===== config.mk =====
export PLATFORM = sky130hd
export DESIGN_NAME = vad_wake_buffer
export DESIGN_NICKNAME = d
export VERILOG_FILES = /design/src/rtl/vad_pkg.sv /design/src/rtl/vad_hpf.sv /design/src/rtl/vad_ema.sv /design/src/rtl/vad_detect.sv /design/src/rtl/vad_ring.sv /design/src/rtl/vad_wake_buffer.sv
export SDC_FILE = /design/constraint.sdc
export NUM_CORES = 1
export LEC_CHECK = 0
export CAP_MARGIN = 40
export CELL_PAD_IN_SITES_DETAIL_PLACEMENT = 1
export CELL_PAD_IN_SITES_GLOBAL_PLACEMENT = 1
export CORE_ASPECT_RATIO = 1.4
export CORE_MARGIN = 2
export CORE_UTILIZATION = 34
export CTS_BUF_LIST = sky130_fd_sc_hd__clkbuf_16
export DETAILED_ROUTE_END_ITERATION = 7
export DONT_BUFFER_PORTS = 1
export PLACE_DENSITY_LB_ADDON = 0.1
export SYNTH_ARGS = -nofsm -noshare
export SYNTH_HDL_FRONTEND = slang
export SYNTH_SLANG_ARGS = --single-unit
export TNS_END_PERCENT = 30

===== constraint.sdc =====
create_clock -name clk_i -period 7.6 [get_ports clk_i]
set_input_delay 1.52 -clock clk_i [delete_from_list [all_inputs] [get_ports clk_i]]
set_output_delay 1.52 -clock clk_i [all_outputs]
set_load 0.02 [all_outputs]

===== src/rtl/vad_pkg.sv =====
package vad_pkg;
  localparam int unsigned SMP_W     = 16;
  localparam int unsigned RING_D    = 32;
  localparam int unsigned HP_SHIFT  = 4;
  localparam int unsigned LVL_SHIFT = 3;
  localparam int unsigned FLR_SHIFT = 6;
  localparam int unsigned RUN_W     = 4;
endpackage


===== src/rtl/vad_hpf.sv =====
module vad_hpf #(
  parameter int unsigned DW = 16,
  parameter int unsigned SH = 4
) (
  input  logic          clk_i,
  input  logic          rst_ni,
  input  logic          in_valid_i,
  input  logic [DW-1:0] in_data_i,
  output logic          out_valid_o,
  output logic [DW+1:0] out_data_o
);
  localparam int unsigned AW_ = DW + SH + 1;

  logic signed [AW_-1:0] acc_q;
  logic signed [DW-1:0]  x;
  logic signed [DW:0]    dc;
  logic signed [DW+1:0]  y;

  assign x  = $signed(in_data_i);
  assign dc = $signed(acc_q[DW+SH:SH]);   // floor(acc / 2^SH)
  assign y  = (DW+2)'(x) - (DW+2)'(dc);

  always_ff @(posedge clk_i or negedge rst_ni) begin
    if (!rst_ni) begin
      acc_q       <= '0;
      out_valid_o <= 1'b0;
      out_data_o  <= '0;
    end else begin
      out_valid_o <= in_valid_i;
      if (in_valid_i) begin
        acc_q      <= acc_q + AW_'(x) - AW_'(dc);
        out_data_o <= y;
      end
    end
  end

  assert_idle_hold_R3: assert property (@(posedge clk_i) disable iff (!rst_ni)
    !in_valid_i |=> !out_valid_o && $stable(out_data_o));
endmodule


===== src/rtl/vad_ema.sv =====
module vad_ema #(
  parameter int unsigned W = 18,
  parameter int unsigned K = 3
) (
  input  logic [W-1:0] avg_i,
  input  logic [W-1:0] x_i,
  output logic [W-1:0] avg_o
);
  logic [W:0] t;
  always_comb begin
    t     = {1'b0, avg_i} + {1'b0, (x_i >> K)} - {1'b0, (avg_i >> K)};
    avg_o = t[W-1:0];
  end
endmodule


===== src/rtl/vad_detect.sv =====
module vad_detect #(
  parameter int unsigned DW    = 16,
  parameter int unsigned LVL_K = 3,
  parameter int unsigned FLR_K = 6,
  parameter int unsigned RW    = 4,
  localparam int unsigned EW   = DW + 2
) (
  input  logic          clk_i,
  input  logic          rst_ni,
  input  logic          hp_valid_i,
  input  logic [DW+1:0] hp_data_i,
  input  logic [EW-1:0] margin_i,
  input  logic [RW-1:0] run_len_i,
  input  logic          irq_clr_i,
  output logic          irq_o,
  output logic [EW-1:0] level_o,
  output logic [EW-1:0] floor_o
);
  logic signed [DW+1:0] y;
  logic [EW-1:0] mag, lvl_q, flr_q, lvl_nxt, flr_nxt;
  logic [EW:0]   thresh;
  logic [RW-1:0] run_q, run_nxt, need;
  logic          above, hit, irq_q;

  assign y   = $signed(hp_data_i);
  assign mag = y[DW+1] ? EW'(-y) : EW'(y);

  vad_ema #(.W(EW), .K(LVL_K)) u_lvl (.avg_i(lvl_q), .x_i(mag),     .avg_o(lvl_nxt));
  vad_ema #(.W(EW), .K(FLR_K)) u_flr (.avg_i(flr_q), .x_i(lvl_nxt), .avg_o(flr_nxt));

  always_comb begin
    thresh  = {1'b0, flr_q} + {1'b0, margin_i};
    above   = {1'b0, lvl_nxt} > thresh;
    run_nxt = above ? ((&run_q) ? run_q : run_q + 1'b1) : '0;
    need    = (run_len_i == '0) ? RW'(1) : run_len_i;
    hit     = hp_valid_i && above && (run_nxt >= need);
  end

  always_ff @(posedge clk_i or negedge rst_ni) begin
    if (!rst_ni) begin
      lvl_q <= '0;
      flr_q <= '0;
      run_q <= '0;
      irq_q <= 1'b0;
    end else begin
      if (hp_valid_i) begin
        lvl_q <= lvl_nxt;
        run_q <= run_nxt;
        if (!above) flr_q <= flr_nxt;   // learn only while quiet
      end
      if (hit)            irq_q <= 1'b1;
      else if (irq_clr_i) irq_q <= 1'b0;
    end
  end

  assign irq_o   = irq_q;
  assign level_o = lvl_q;
  assign floor_o = flr_q;

  assert_level_hold_R4: assert property (@(posedge clk_i) disable iff (!rst_ni)
    !hp_valid_i |=> $stable(lvl_q));
  assert_floor_frozen_R5: assert property (@(posedge clk_i) disable iff (!rst_ni)
    (hp_valid_i && above) |=> $stable(flr_q));
  assert_no_spurious_irq_R6: assert property (@(posedge clk_i) disable iff (!rst_ni)
    (!hp_valid_i && !irq_q) |=> !irq_q);
  assert_irq_hold_R7: assert property (@(posedge clk_i) disable iff (!rst_ni)
    (irq_q && !irq_clr_i) |=> irq_q);
endmodule


===== src/rtl/vad_ring.sv =====
module vad_ring #(
  parameter int unsigned DW    = 16,
  parameter int unsigned DEPTH = 32,
  localparam int unsigned AW   = $clog2(DEPTH)
) (
  input  logic          clk_i,
  input  logic          rst_ni,
  input  logic          wr_en_i,
  input  logic [DW-1:0] wr_data_i,
  input  logic [AW-1:0] rd_addr_i,
  output logic [DW-1:0] rd_data_o,
  output logic [AW-1:0] wr_ptr_o,
  output logic          wrapped_o
);
  localparam logic [AW-1:0] LAST = AW'(DEPTH - 1);

  logic [DW-1:0] mem [DEPTH];
  logic [AW-1:0] ptr_q;
  logic          wrap_q;
  logic [DW-1:0] rd_q;

  always_ff @(posedge clk_i) begin
    if (wr_en_i) mem[ptr_q] <= wr_data_i;
    rd_q <= mem[rd_addr_i];
  end

  always_ff @(posedge clk_i or negedge rst_ni) begin
    if (!rst_ni) begin
      ptr_q  <= '0;
      wrap_q <= 1'b0;
    end else if (wr_en_i) begin
      if (ptr_q == LAST) begin
        ptr_q  <= '0;
        wrap_q <= 1'b1;
      end else begin
        ptr_q <= ptr_q + 1'b1;
      end
    end
  end

  assign rd_data_o = rd_q;
  assign wr_ptr_o  = ptr_q;
  assign wrapped_o = wrap_q;

  assert_ptr_hold_R1: assert property (@(posedge clk_i) disable iff (!rst_ni)
    !wr_en_i |=> $stable(ptr_q));
  assert_wrap_set_R2: assert property (@(posedge clk_i) disable iff (!rst_ni)
    (wr_en_i && ptr_q == LAST) |=> wrap_q && ptr_q == '0);
  assert_wrap_sticky_R2: assert property (@(posedge clk_i) disable iff (!rst_ni)
    wrap_q |=> wrap_q);
endmodule


===== src/rtl/vad_wake_buffer.sv =====
module vad_wake_buffer
  import vad_pkg::*;
#(
  parameter int unsigned DW     = SMP_W,
  parameter int unsigned DEPTH  = RING_D,
  parameter int unsigned HP_SH  = HP_SHIFT,
  parameter int unsigned LVL_K  = LVL_SHIFT,
  parameter int unsigned FLR_K  = FLR_SHIFT,
  parameter int unsigned RW     = RUN_W,
  localparam int unsigned AW    = $clog2(DEPTH),
  localparam int unsigned EW    = DW + 2
) (
  input  logic          clk_i,
  input  logic          rst_ni,
  input  logic          enable_i,
  input  logic          smp_valid_i,
  input  logic [DW-1:0] smp_data_i,
  input  logic [EW-1:0] margin_i,
  input  logic [RW-1:0] run_len_i,
  input  logic          irq_clr_i,
  output logic          irq_o,
  output logic [EW-1:0] level_o,
  output logic [EW-1:0] floor_o,
  output logic          dma_valid_o,
  output logic [DW-1:0] dma_data_o,
  input  logic [AW-1:0] rd_addr_i,
  output logic [DW-1:0] rd_data_o,
  output logic [AW-1:0] wr_ptr_o,
  output logic          wrapped_o
);
  logic          take, steer, hp_valid;
  logic [DW+1:0] hp_data;

  assign take  = enable_i & smp_valid_i;
  assign steer = ~enable_i & smp_valid_i;

  vad_ring #(.DW(DW), .DEPTH(DEPTH)) u_ring (
    .clk_i, .rst_ni,
    .wr_en_i   (take),
    .wr_data_i (smp_data_i),
    .rd_addr_i,
    .rd_data_o,
    .wr_ptr_o,
    .wrapped_o
  );

  vad_hpf #(.DW(DW), .SH(HP_SH)) u_hpf (
    .clk_i, .rst_ni,
    .in_valid_i  (take),
    .in_data_i   (smp_data_i),
    .out_valid_o (hp_valid),
    .out_data_o  (hp_data)
  );

  vad_detect #(.DW(DW), .LVL_K(LVL_K), .FLR_K(FLR_K), .RW(RW)) u_det (
    .clk_i, .rst_ni,
    .hp_valid_i (hp_valid),
    .hp_data_i  (hp_data),
    .margin_i,
    .run_len_i,
    .irq_clr_i,
    .irq_o,
    .level_o,
    .floor_o
  );

  always_ff @(posedge clk_i or negedge rst_ni) begin
    if (!rst_ni) begin
      dma_valid_o <= 1'b0;
      dma_data_o  <= '0;
    end else begin
      dma_valid_o <= steer;
      if (steer) dma_data_o <= smp_data_i;
    end
  end

  assert_dma_quiet_R8: assert property (@(posedge clk_i) disable iff (!rst_ni)
    take |=> !dma_valid_o);
  assert_no_store_R8: assert property (@(posedge clk_i) disable iff (!rst_ni)
    steer |=> $stable(wr_ptr_o));
  assert_dma_data_R8: assert property (@(posedge clk_i) disable iff (!rst_ni)
    steer |=> dma_data_o == $past(smp_data_i));
endmodule


==> flow_summary.json, run 1 <==
{
  "viasPerCell": 5.14,
  "syn-num-nets": 2125,
  "wl_per_cell_um": 25.4,
  "relSlewSlack_pct": 42.8,
  "synth_top_area_cell": "edfxtp_1",
  "critical_path.most_common_cell": "xnor2_1",
  "grt_setup_unrepaired": "yes",
  "grt_pass1_vias": 18400,
  "fin_nets": 2178,
  "arrival_ns": 7.76,
  "clk_pin_slew_ns": 0.06,
  "post-route-period-util_pct": 96.0,
  "drc": 0,
  "die_h_um": 354,
  "drv_slew": 0,
  "hp-class": "flip-flop to flip-flop",
  "fmax_mhz": 137,
  "dpl.hpwl_mm": 53.1,
  "die_w_um": 254,
  "final_layout_size_suffix_gt1_share_pct": 20.1,
  "gr-usage-all-layers_pct": 18.4,
  "std_cell_rows": 128,
  "syn_area_per_cell_um2": 15.5,
  "synthFlopType": "edfxtp_1",
  "synth_cells": 1911,
  "grt_pass1_wl_mm": 120,
  "cts_root_buf": "clkbuf_16",
  "synthArstFlopShare_pct": 16.5,
  "critPathBufInv": 0,
  "netlist_top_cells_area": "edfxtp_1 (52%), mux4_2 (12%), dfrtp_1 (8.8%)",
  "die_area_um2": 89700,
  "postRouteAntennaNets": 0,
  "required_ns": 8.07,
  "num_vias": 16400,
  "worstRegToRegCells": 26,
  "regToRegSetupSlack_ns": 0.31,
  "slowest_stage": "or4_4",
  "drt-total-wl_mm": 80.9,
  "max_stage_delay_ns": 0.56,
  "clk_path_buf_depth": 3,
  "netlist_top_cells_count": "edfxtp_1 (512), mux4_2 (160), inv_1 (158)",
  "synth.distinct_cells": 77,
  "ys_ff_latch": 632,
  "numCtsBuffers": 68,
  "synth-edff-count": 512,
  "place_ws_ns": -0.0892,
  "critPathTopFamily": "simple AND/OR/NAND/NOR gates",
  "initialDrtViolationCount": 882,
  "num-fill-cells": 8784,
  "ctsHtreeMaxLevel": 3,
  "io_buffers": 0,
  "cp.depth": 26,
  "clkLatencyLatePin_ns": 0.62,
  "status": "completed",
  "fin_ws_ns": 0.308,
  "final-hold-violation-count": 0,
  "crit_end": "u_det.floor_o[17]",
  "cts.sinks": 632,
  "synthMostInstantiatedCell": "edfxtp_1",
  "drv_cap": 0,
  "final.setup_skew_ns": 0.0373,
  "setup_viol": 0,
  "setup.worst_path.start": "u_hpf.out_data_o[3]",
  "reg2reg_to": "u_det.floor_o[17]",
  "tightest_slew_ns": 0.857,
  "synth_top_area_share_pct": 51.8,
  "antenna_found_initial": 3,
  "grt-ovfl-total": 0,
  "synthesis.area_um2": 29700,
  "worstPathMaxFanout": 5,
  "placeableCoreArea_um2": 86800,
  "gp_congestion": 0.788,
  "area_growth_pct": 13.6,
  "start_kind": "flip-flop",
  "dr.pass1.iters": 4,
  "ios": 124,
  "yosysSeqAreaShare_pct": 61.6,
  "crit_type": "flip-flop to flip-flop",
  "r2r_start": "u_hpf.out_data_o[3]",
  "grt_start_max_net_pins": 129,
  "cts_tree": "done",
  "synth_warnings": 0,
  "endpoint_kind": "flip-flop",
  "period_needed_ns": 7.29,
  "start_util_pct": 34.2
}
[routing by layer]
metal  up-vias  wire length [µm]  GRT usage (%)
met4         2              2140           5.59
li1       7367                 -              -
met2       303             44200           34.3
met5         -                 9              0
met1      8605             30700           20.8
met3       109              3880           3.87
[flip-flops by register name (all words and copies together), names as in the netlist, 4 cells and up]
| name | cells |
|---|---|
| u_det.run_q | 4 |
| u_det.floor_o | 18 |
| u_ring.wr_ptr_o | 5 |
| u_hpf.acc_q | 21 |
| u_hpf.out_data_o | 18 |
| u_ring.rd_data_o | 16 |
| u_det.level_o | 18 |
| u_ring.mem | 512 |
| dma_data_o | 16 |
[cell type report]
cell class | count | area [µm²] | area share (%)
Inverter | 158 | 593 | 1.76
Clock inverter | 51 | 394 | 1.17
Sequential cell | 632 | 18300 | 54.2
Clock buffer | 71 | 1780 | 5.27
Multi-Input combinational cell | 1060 | 10800 | 32.0
Timing Repair Buffer | 44 | 398 | 1.18
Antenna cell | 1 | 2.50 | 0.00742
Tap cell | 1170 | 1460 | 4.34
[through the flow]
stage / setup TNS (ns) / utilization, % / instance area, µm² / cells / hold WS (ns)
2_1_floorplan: 0 / - / 29700 / 1911 / 0.450
3_3_place_gp: 0 / 36.0 / 31300 / 3057 / 0.470
3_5_place_dp: -0.144 / 36.2 / 31400 / 3061 / 0.480
4_1_cts: 0 / 38.7 / 33600 / 3183 / 0.505
5_1_grt: -0.0170 / 38.9 / 33700 / 3187 / 0.554
6_report: 0 / 38.9 / 33700 / 3187 / 0.494
[cells by family after synthesis]
| logic type | after synthesis | synth area share [%] |
|---|---|---|
| buffers and inverters | 219 | 2.80 |
| AO/OA/AOI/OAI | 297 | 6.19 |
| adder cells (fa/ha/maj) | 167 | 8.22 |
| multiplexers | 198 | 13.6 |
| XOR/XNOR | 92 | 2.74 |
| flip-flops | 632 | 61.6 |
| AND/OR/NAND/NOR | 306 | 4.85 |
[tightest hold or removal path, cell delays in order (launching register included)]
cell,delay [ns]
dfrtp_1,0.34
nand2_1,0.05
o21ai_0,0.06
[what timing repair did]
item                       4_1_cts  5_1_grt
pin swaps                        0        9
hold buffers                     0        0
setup endpoints to repair        3        4
gates resized for setup          1       28
setup buffers                    0        3
[worst min path at each step]
stage	start	to	slack, ns	depth (start not counted)
CTS	u_hpf.acc_q[1]	u_hpf.acc_q[1]	0.50	2
finish	u_hpf.acc_q[3]	u_hpf.acc_q[3]	0.49	2
floorplan	u_hpf.acc_q[1]	u_hpf.acc_q[1]	0.45	2
global route	u_hpf.acc_q[3]	u_hpf.acc_q[3]	0.55	2
global placement	u_hpf.acc_q[3]	u_hpf.acc_q[3]	0.47	2
detailed placement	u_hpf.acc_q[1]	u_hpf.acc_q[1]	0.48	2
[cells in the final DEF (no fill, tap or decap), types with 9 or more instances in the layout]
cell type	instances
nor2_2	28
ha_1	115
o21ai_0	108
buf_4	39
o21a_1	9
clkinv_1	14
clkbuf_16	71
dfxtp_1	16
nor2_1	49
nand3_1	19
o31ai_1	12
o21bai_1	13
dfrtp_1	104
mux2i_1	10
edfxtp_1	512
mux4_2	160
fa_1	47
nand2_1	116
xor2_1	33
xnor2_1	52
a21oi_1	67
mux2_2	26
a31oi_1	9
inv_1	172
nor3_1	19
a21o_1	20
Power of run 1 is left out: the tool's default activity adds up to more than one toggle a clock period on the data nets, which glitch-free logic cannot reach.
==> inputs of run 2 (changes only) <==
Settings changed: GPL_TIMING_DRIVEN from default to 0.
==> run 2 against run 1 <==
Effect of this change:
- non-clock buffer count rose by 86
- fmax fell by 0.36%
- final cell count rose by 2.8%
- wire length rose by 4.5%
- global-route usage rose by 0.78 points
- worst setup slack got worse by 0.027 ns
- worst hold slack improved by 0.019 ns
- core utilization rose by 0.95 points
- clock-buffer cell count did not move
- via count rose by 2.2%
- register-to-register slack got worse by 0.03 ns
- critical path depth rose by 1
- critical path type unchanged
- critical endpoint unchanged
- highest routed layer is now met4
==> flow_summary.json, run 2 (synthesized netlist as in run 1, its figures left out) <==
{
  "status": "completed",
  "grt_setup_unrepaired": "yes",
  "worstRegToRegCells": 27,
  "relSlewSlack_pct": 38.1,
  "layout_common_cells": "edfxtp_1 (512), inv_1 (171), mux4_2 (160), nand2_1 (116), ha_1 (115)",
  "final_layout_size_suffix_gt1_share_pct": 21.3,
  "wl_per_cell_um": 25.8,
  "cts_root_buf": "clkbuf_16",
  "setup_viol": 0,
  "start_kind": "flip-flop",
  "drc": 0,
  "initialDrtViolationCount": 858,
  "hp-class": "flip-flop to flip-flop",
  "crit_type": "flip-flop to flip-flop",
  "setup.worst_path.start": "u_hpf.out_data_o[3]",
  "ctsHoldBuffers": 0,
  "largest_reg_flops": 512,
  "max_stage_delay_ns": 0.56,
  "grt_pass1_wl_mm": 124,
  "gr-usage-all-layers_pct": 19.2,
  "period_needed_ns": 7.32,
  "final.setup_skew_ns": 0.0265,
  "io_buffers": 0,
  "grt_pass1_vias": 18400,
  "postRouteAntennaNets": 0,
  "endpoint_kind": "flip-flop",
  "fmax_mhz": 137,
  "num_vias": 16700,
  "viasPerCell": 5.11,
  "final_common_cell": "edfxtp_1",
  "slowest_stage": "or4_4",
  "r2r_start": "u_hpf.out_data_o[3]",
  "numCtsBuffers": 69,
  "final-hold-violation-count": 0,
  "regMostFlops": "u_ring.mem",
  "post-route-period-util_pct": 96.3,
  "worstPathMaxFanout": 5,
  "num-fill-cells": 8833,
  "drv_cap": 0,
  "drv_slew": 0,
  "fin_area_um2": 34600,
  "grt_start_max_net_pins": 105,
  "tightest_slew_ns": 0.928,
  "drt-total-wl_mm": 84.6,
  "ios": 124,
  "ctsHtreeMaxLevel": 3,
  "placedInstanceArea_um2": 31900,
  "dp_cells": 3132,
  "crit_end": "u_det.floor_o[17]",
  "reg_top3": "u_ring.mem x512, u_hpf.acc_q x21",
  "die_w_um": 254,
  "gp_congestion": 0.792,
  "reg2reg_to": "u_det.floor_o[17]",
  "dr.pass1.iters": 5,
  "placeableCoreArea_um2": 86800,
  "cts_tree": "done",
  "instances_no_fill": 3277,
  "cts.sinks": 632,
  "clk_pin_slew_ns": 0.06,
  "required_ns": 8.08,
  "arrival_ns": 7.80,
  "antenna_found_initial": 3,
  "die_h_um": 354,
  "fin_nets": 2265,
  "die_area_um2": 89700,
  "dpl.hpwl_mm": 62.0,
  "critical_path.most_common_cell": "xnor2_1",
  "grt-ovfl-total": 0,
  "clkLatencyLatePin_ns": 0.62,
  "start_util_pct": 34.2,
  "clk_path_buf_depth": 3,
  "std_cell_rows": 128,
  "regToRegSetupSlack_ns": 0.28,
  "area_growth_pct": 16.4
}
==> run 2: changes by cell type in the layout (fill, tap and decap cells not counted), moves of 7 or more <==
| cell | change |
|---|---|
| buf_1 | +13 |
| buf_4 | -19 |
| buf_8 | +34 |
| clkbuf_1 | +44 |
| clkinv_1 | -7 |
| buf_6 | +14 |
==> run 2: worst max-delay path: cells and delay by family, from the launching register on <==
kind | cells | cell delay (ns)
AOI/OAI and AO/OA | 6 | 1.40
and+or+nand+nor | 11 | 3.08
xor gates and xnor gates | 5 | 0.73
adders and majority gates | 4 | 1.39
DFF | 1 | 0.41
buffers and inverters | 1 | 0.17
==> run 2: through the flow <==
step / setup WS, ns / hold slack [ns] / utilization [%] / setup TNS (ns)
floorplan: 0.470 / 0.450 / - / 0
global placement: -0.394 / 0.467 / 35.9 / -0.792
detailed placement: -0.421 / 0.499 / 36.8 / -0.880
CTS: -0.0464 / 0.514 / 39.6 / -0.0464
global route: -0.0499 / 0.560 / 39.8 / -0.0733
finish: 0.281 / 0.513 / 39.8 / 0
==> run 2: worst min-delay path by stage <==
| stage | depth (start not counted) | start | end | slack [ns] |
|---|---|---|---|---|
| 3_5_place_dp | 2 | u_hpf.acc_q[3] | u_hpf.acc_q[3] | 0.50 |
| 5_1_grt | 0 | rst_ni | dma_data_o[9] | 0.56 |
| 2_1_floorplan | 2 | u_hpf.acc_q[1] | u_hpf.acc_q[1] | 0.45 |
| 6_report | 2 | u_hpf.acc_q[3] | u_hpf.acc_q[3] | 0.51 |
| 4_1_cts | 2 | u_hpf.acc_q[3] | u_hpf.acc_q[3] | 0.51 |
| 3_3_place_gp | 2 | u_hpf.acc_q[1] | u_hpf.acc_q[1] | 0.47 |
==> run 2: routing by layer <==
| metal | vias to the layer above | GRT usage [%] | part of all wire, % |
|---|---|---|---|
| met2 | 295 | 34.8 | 53 |
| met1 | 8802 | 21.9 | 38 |
| met5 | - | 0 | 0 |
| met4 | 0 | 7.15 | 3.5 |
| li1 | 7538 | - | - |
| met3 | 112 | 4.23 | 5.0 |
==> run 2: cell type report <==
| class | instances | area [µm²] | area share, % |
|---|---|---|---|
| Timing Repair Buffer | 69 | 853 | 2.47 |
| Clock inverter | 54 | 523 | 1.51 |
| Inverter | 158 | 593 | 1.72 |
| Multi-Input combinational cell | 1060 | 10800 | 31.2 |
| Antenna cell | 2 | 5.00 | 0.0145 |
| Tap cell | 1170 | 1460 | 4.24 |
| Sequential cell | 632 | 18300 | 52.9 |
| Clock buffer | 71 | 1780 | 5.14 |
| Buffer | 61 | 246 | 0.713 |
==> run 2: repair_timing <==
action / in CTS / in global routing
pin swaps: 4 / 12
buffers inserted: 4 / 14
gates resized for setup: 10 / 28
endpoints found under the setup margin: 4 / 4
Power of run 2 is left out for the same reason.
==> inputs of run 3 (changes only) <==
Clock period 7.6 ns to 6.8 ns, I/O delays scaled along.
==> run 3 against run 2 <==
Effect of this change:
- the run now ends with negative setup slack left
- critical path depth grew 2
- first-iteration DRC count rose by 15%
- via count increased by 1.6%
- worst hold slack got worse by 0.085 ns
- non-clock buffer count is 11 higher
- global-route usage is 0.91 points higher
- sequential share of layout area is 0.72 points lower
- clock skew rose by 0.013 ns
==> flow_summary.json, run 3 (synthesized netlist as in run 1, its figures left out) <==
{
  "grt_use_met1_pct": 22.4,
  "setup.worst_path.start": "u_hpf.out_data_o[3]",
  "die_area_um2": 89700,
  "ctsHtreeMaxLevel": 3,
  "initialDrtViolationCount": 983,
  "worstRegToRegCells": 29,
  "met3_usage_pct": 4.04,
  "antenna_found_initial": 4,
  "final_common_cell": "edfxtp_1",
  "numCtsBuffers": 71,
  "cts_tree": "done",
  "gr-usage-all-layers_pct": 20.1,
  "ios": 124,
  "slowest_stage": "xor2_1",
  "drc": 0,
  "drv_slew": 0,
  "period_needed_ns": 7.18,
  "crit_type": "flip-flop to flip-flop",
  "dr.pass1.iters": 5,
  "r2r_start": "u_hpf.out_data_o[3]",
  "num_vias": 17000,
  "grt_pass1_vias": 18800,
  "ctsHoldBuffers": 0,
  "area_growth_pct": 18.0,
  "crit_end": "u_det.irq_o",
  "grt_start_max_net_pins": 105,
  "drt-total-wl_mm": 88.2,
  "setup_viol": 10,
  "gp_congestion": 0.797,
  "die_h_um": 354,
  "required_ns": 7.29,
  "regToRegSetupSlack_ns": -0.38,
  "max_stage_delay_ns": 0.59,
  "tightest_slew_ns": 0.898,
  "placeableCoreArea_um2": 86800,
  "cts_root_buf": "clkbuf_16",
  "wl_per_cell_um": 26.8,
  "layout_common_cells": "edfxtp_1 (512), inv_1 (177), mux4_2 (160), nand2_1 (116), ha_1 (111)",
  "hp-class": "input port to asynchronous set/reset pin",
  "io_buffers": 0,
  "start_kind": "flip-flop",
  "grt-busiest-layer": "met2",
  "clk_path_buf_depth": 3,
  "fin_util_pct": 40.4,
  "arrival_ns": 7.67,
  "worstPathMaxFanout": 5,
  "largest_reg_flops": 512,
  "place_ws_ns": -0.959,
  "viasPerCell": 5.16,
  "clkLatencyLatePin_ns": 0.64,
  "cts.sinks": 632,
  "regMostFlops": "u_ring.mem",
  "endpoint_kind": "flip-flop",
  "reg_top3": "u_ring.mem x512, u_hpf.acc_q x21",
  "relSlewSlack_pct": 40.2,
  "grt_setup_unrepaired": "yes",
  "post-route-period-util_pct": 106,
  "violations": "negative setup slack",
  "fin_nets": 2278,
  "met2_usage_pct": 37.1,
  "final.setup_skew_ns": 0.0391,
  "grt-ovfl-total": 0,
  "drv_cap": 0,
  "std_cell_rows": 128,
  "start_util_pct": 34.2,
  "die_w_um": 254,
  "status": "finished, violations left",
  "clk_pin_slew_ns": 0.06,
  "final-hold-violation-count": 0,
  "postRouteAntennaNets": 0,
  "fin_ws_ns": -0.377,
  "final_layout_size_suffix_gt1_share_pct": 22.5,
  "fmax_mhz": 139,
  "dpl.hpwl_mm": 63.8,
  "reg2reg_to": "u_det.irq_o",
  "grt_pass1_wl_mm": 129
}
## run 3: cell count changes in the layout (fill, tap and decap cells not counted), sizes merged
cell / before / now
clkinv: 18 / 24
clkbuf: 116 / 117
bufinv: 8 / 9
clkinvlp: 10 / 3
buf: 85 / 96
inv: 176 / 181
## run 3: layout make-up
class,instances,area [µm²]
Antenna cell,2,5.00
Clock inverter,59,551
Clock buffer,72,1800
Multi-Input combinational cell,1060,11000
Sequential cell,632,18300
Fill cell,8777,51800
Timing Repair Buffer,80,1070
Buffer,61,255
Tap cell,1170,1460
Inverter,158,593
## run 3: stage by stage
stage                     cells  TNS, ns  hold slack (ns)  instance area [µm²]
after detailed placement   3132    -7.35            0.481                32100
final                      3294    -1.26            0.428                35000
after global routing       3293    -6.30            0.396                35000
after floorplan            1911  -0.0318            0.450                29700
after global placement     3081    -6.78            0.464                31200
after CTS                  3280    -1.67            0.376                34800
## run 3: critical path, delay by kind of cell, from the launching register on
family | cells | cell delay [ns]
and+or+nand+nor | 9 | 1.77
adders and majority gates | 5 | 1.75
DFF | 1 | 0.39
AOI/OAI and AO/OA | 11 | 1.98
xor gates and xnor gates | 2 | 0.83
buffers and inverters | 2 | 0.33
## run 3: worst min-delay path by stage
| stage | start | end | slack [ns] | cells after the start |
|---|---|---|---|---|
| after floorplan | u_hpf.acc_q[1] | u_hpf.acc_q[1] | 0.45 | 2 |
| after global placement | u_hpf.acc_q[1] | u_hpf.acc_q[1] | 0.46 | 2 |
| after detailed placement | u_hpf.acc_q[1] | u_hpf.acc_q[1] | 0.48 | 2 |
| after CTS | rst_ni | u_hpf.acc_q[12] | 0.38 | 0 |
| after global routing | rst_ni | dma_data_o[10] | 0.40 | 0 |
| final | rst_ni | dma_data_o[13] | 0.43 | 0 |
## run 3: repair_timing
| item | CTS | global route |
|---|---|---|
| endpoints found under the setup margin | 23 | 22 |
| pin swaps | 14 | 20 |
| endpoints found under the hold margin | 0 | 0 |
| resized for setup | 35 | 34 |
| setup buffers | 17 | 12 |
## run 3: per-layer routing
layer,routed length (µm),share of wire (%)
met5,21,0.024
met1,33000,37
met2,47800,54
met3,4250,4.8
met4,3120,3.5
Power of run 3 is left out for the same reason.
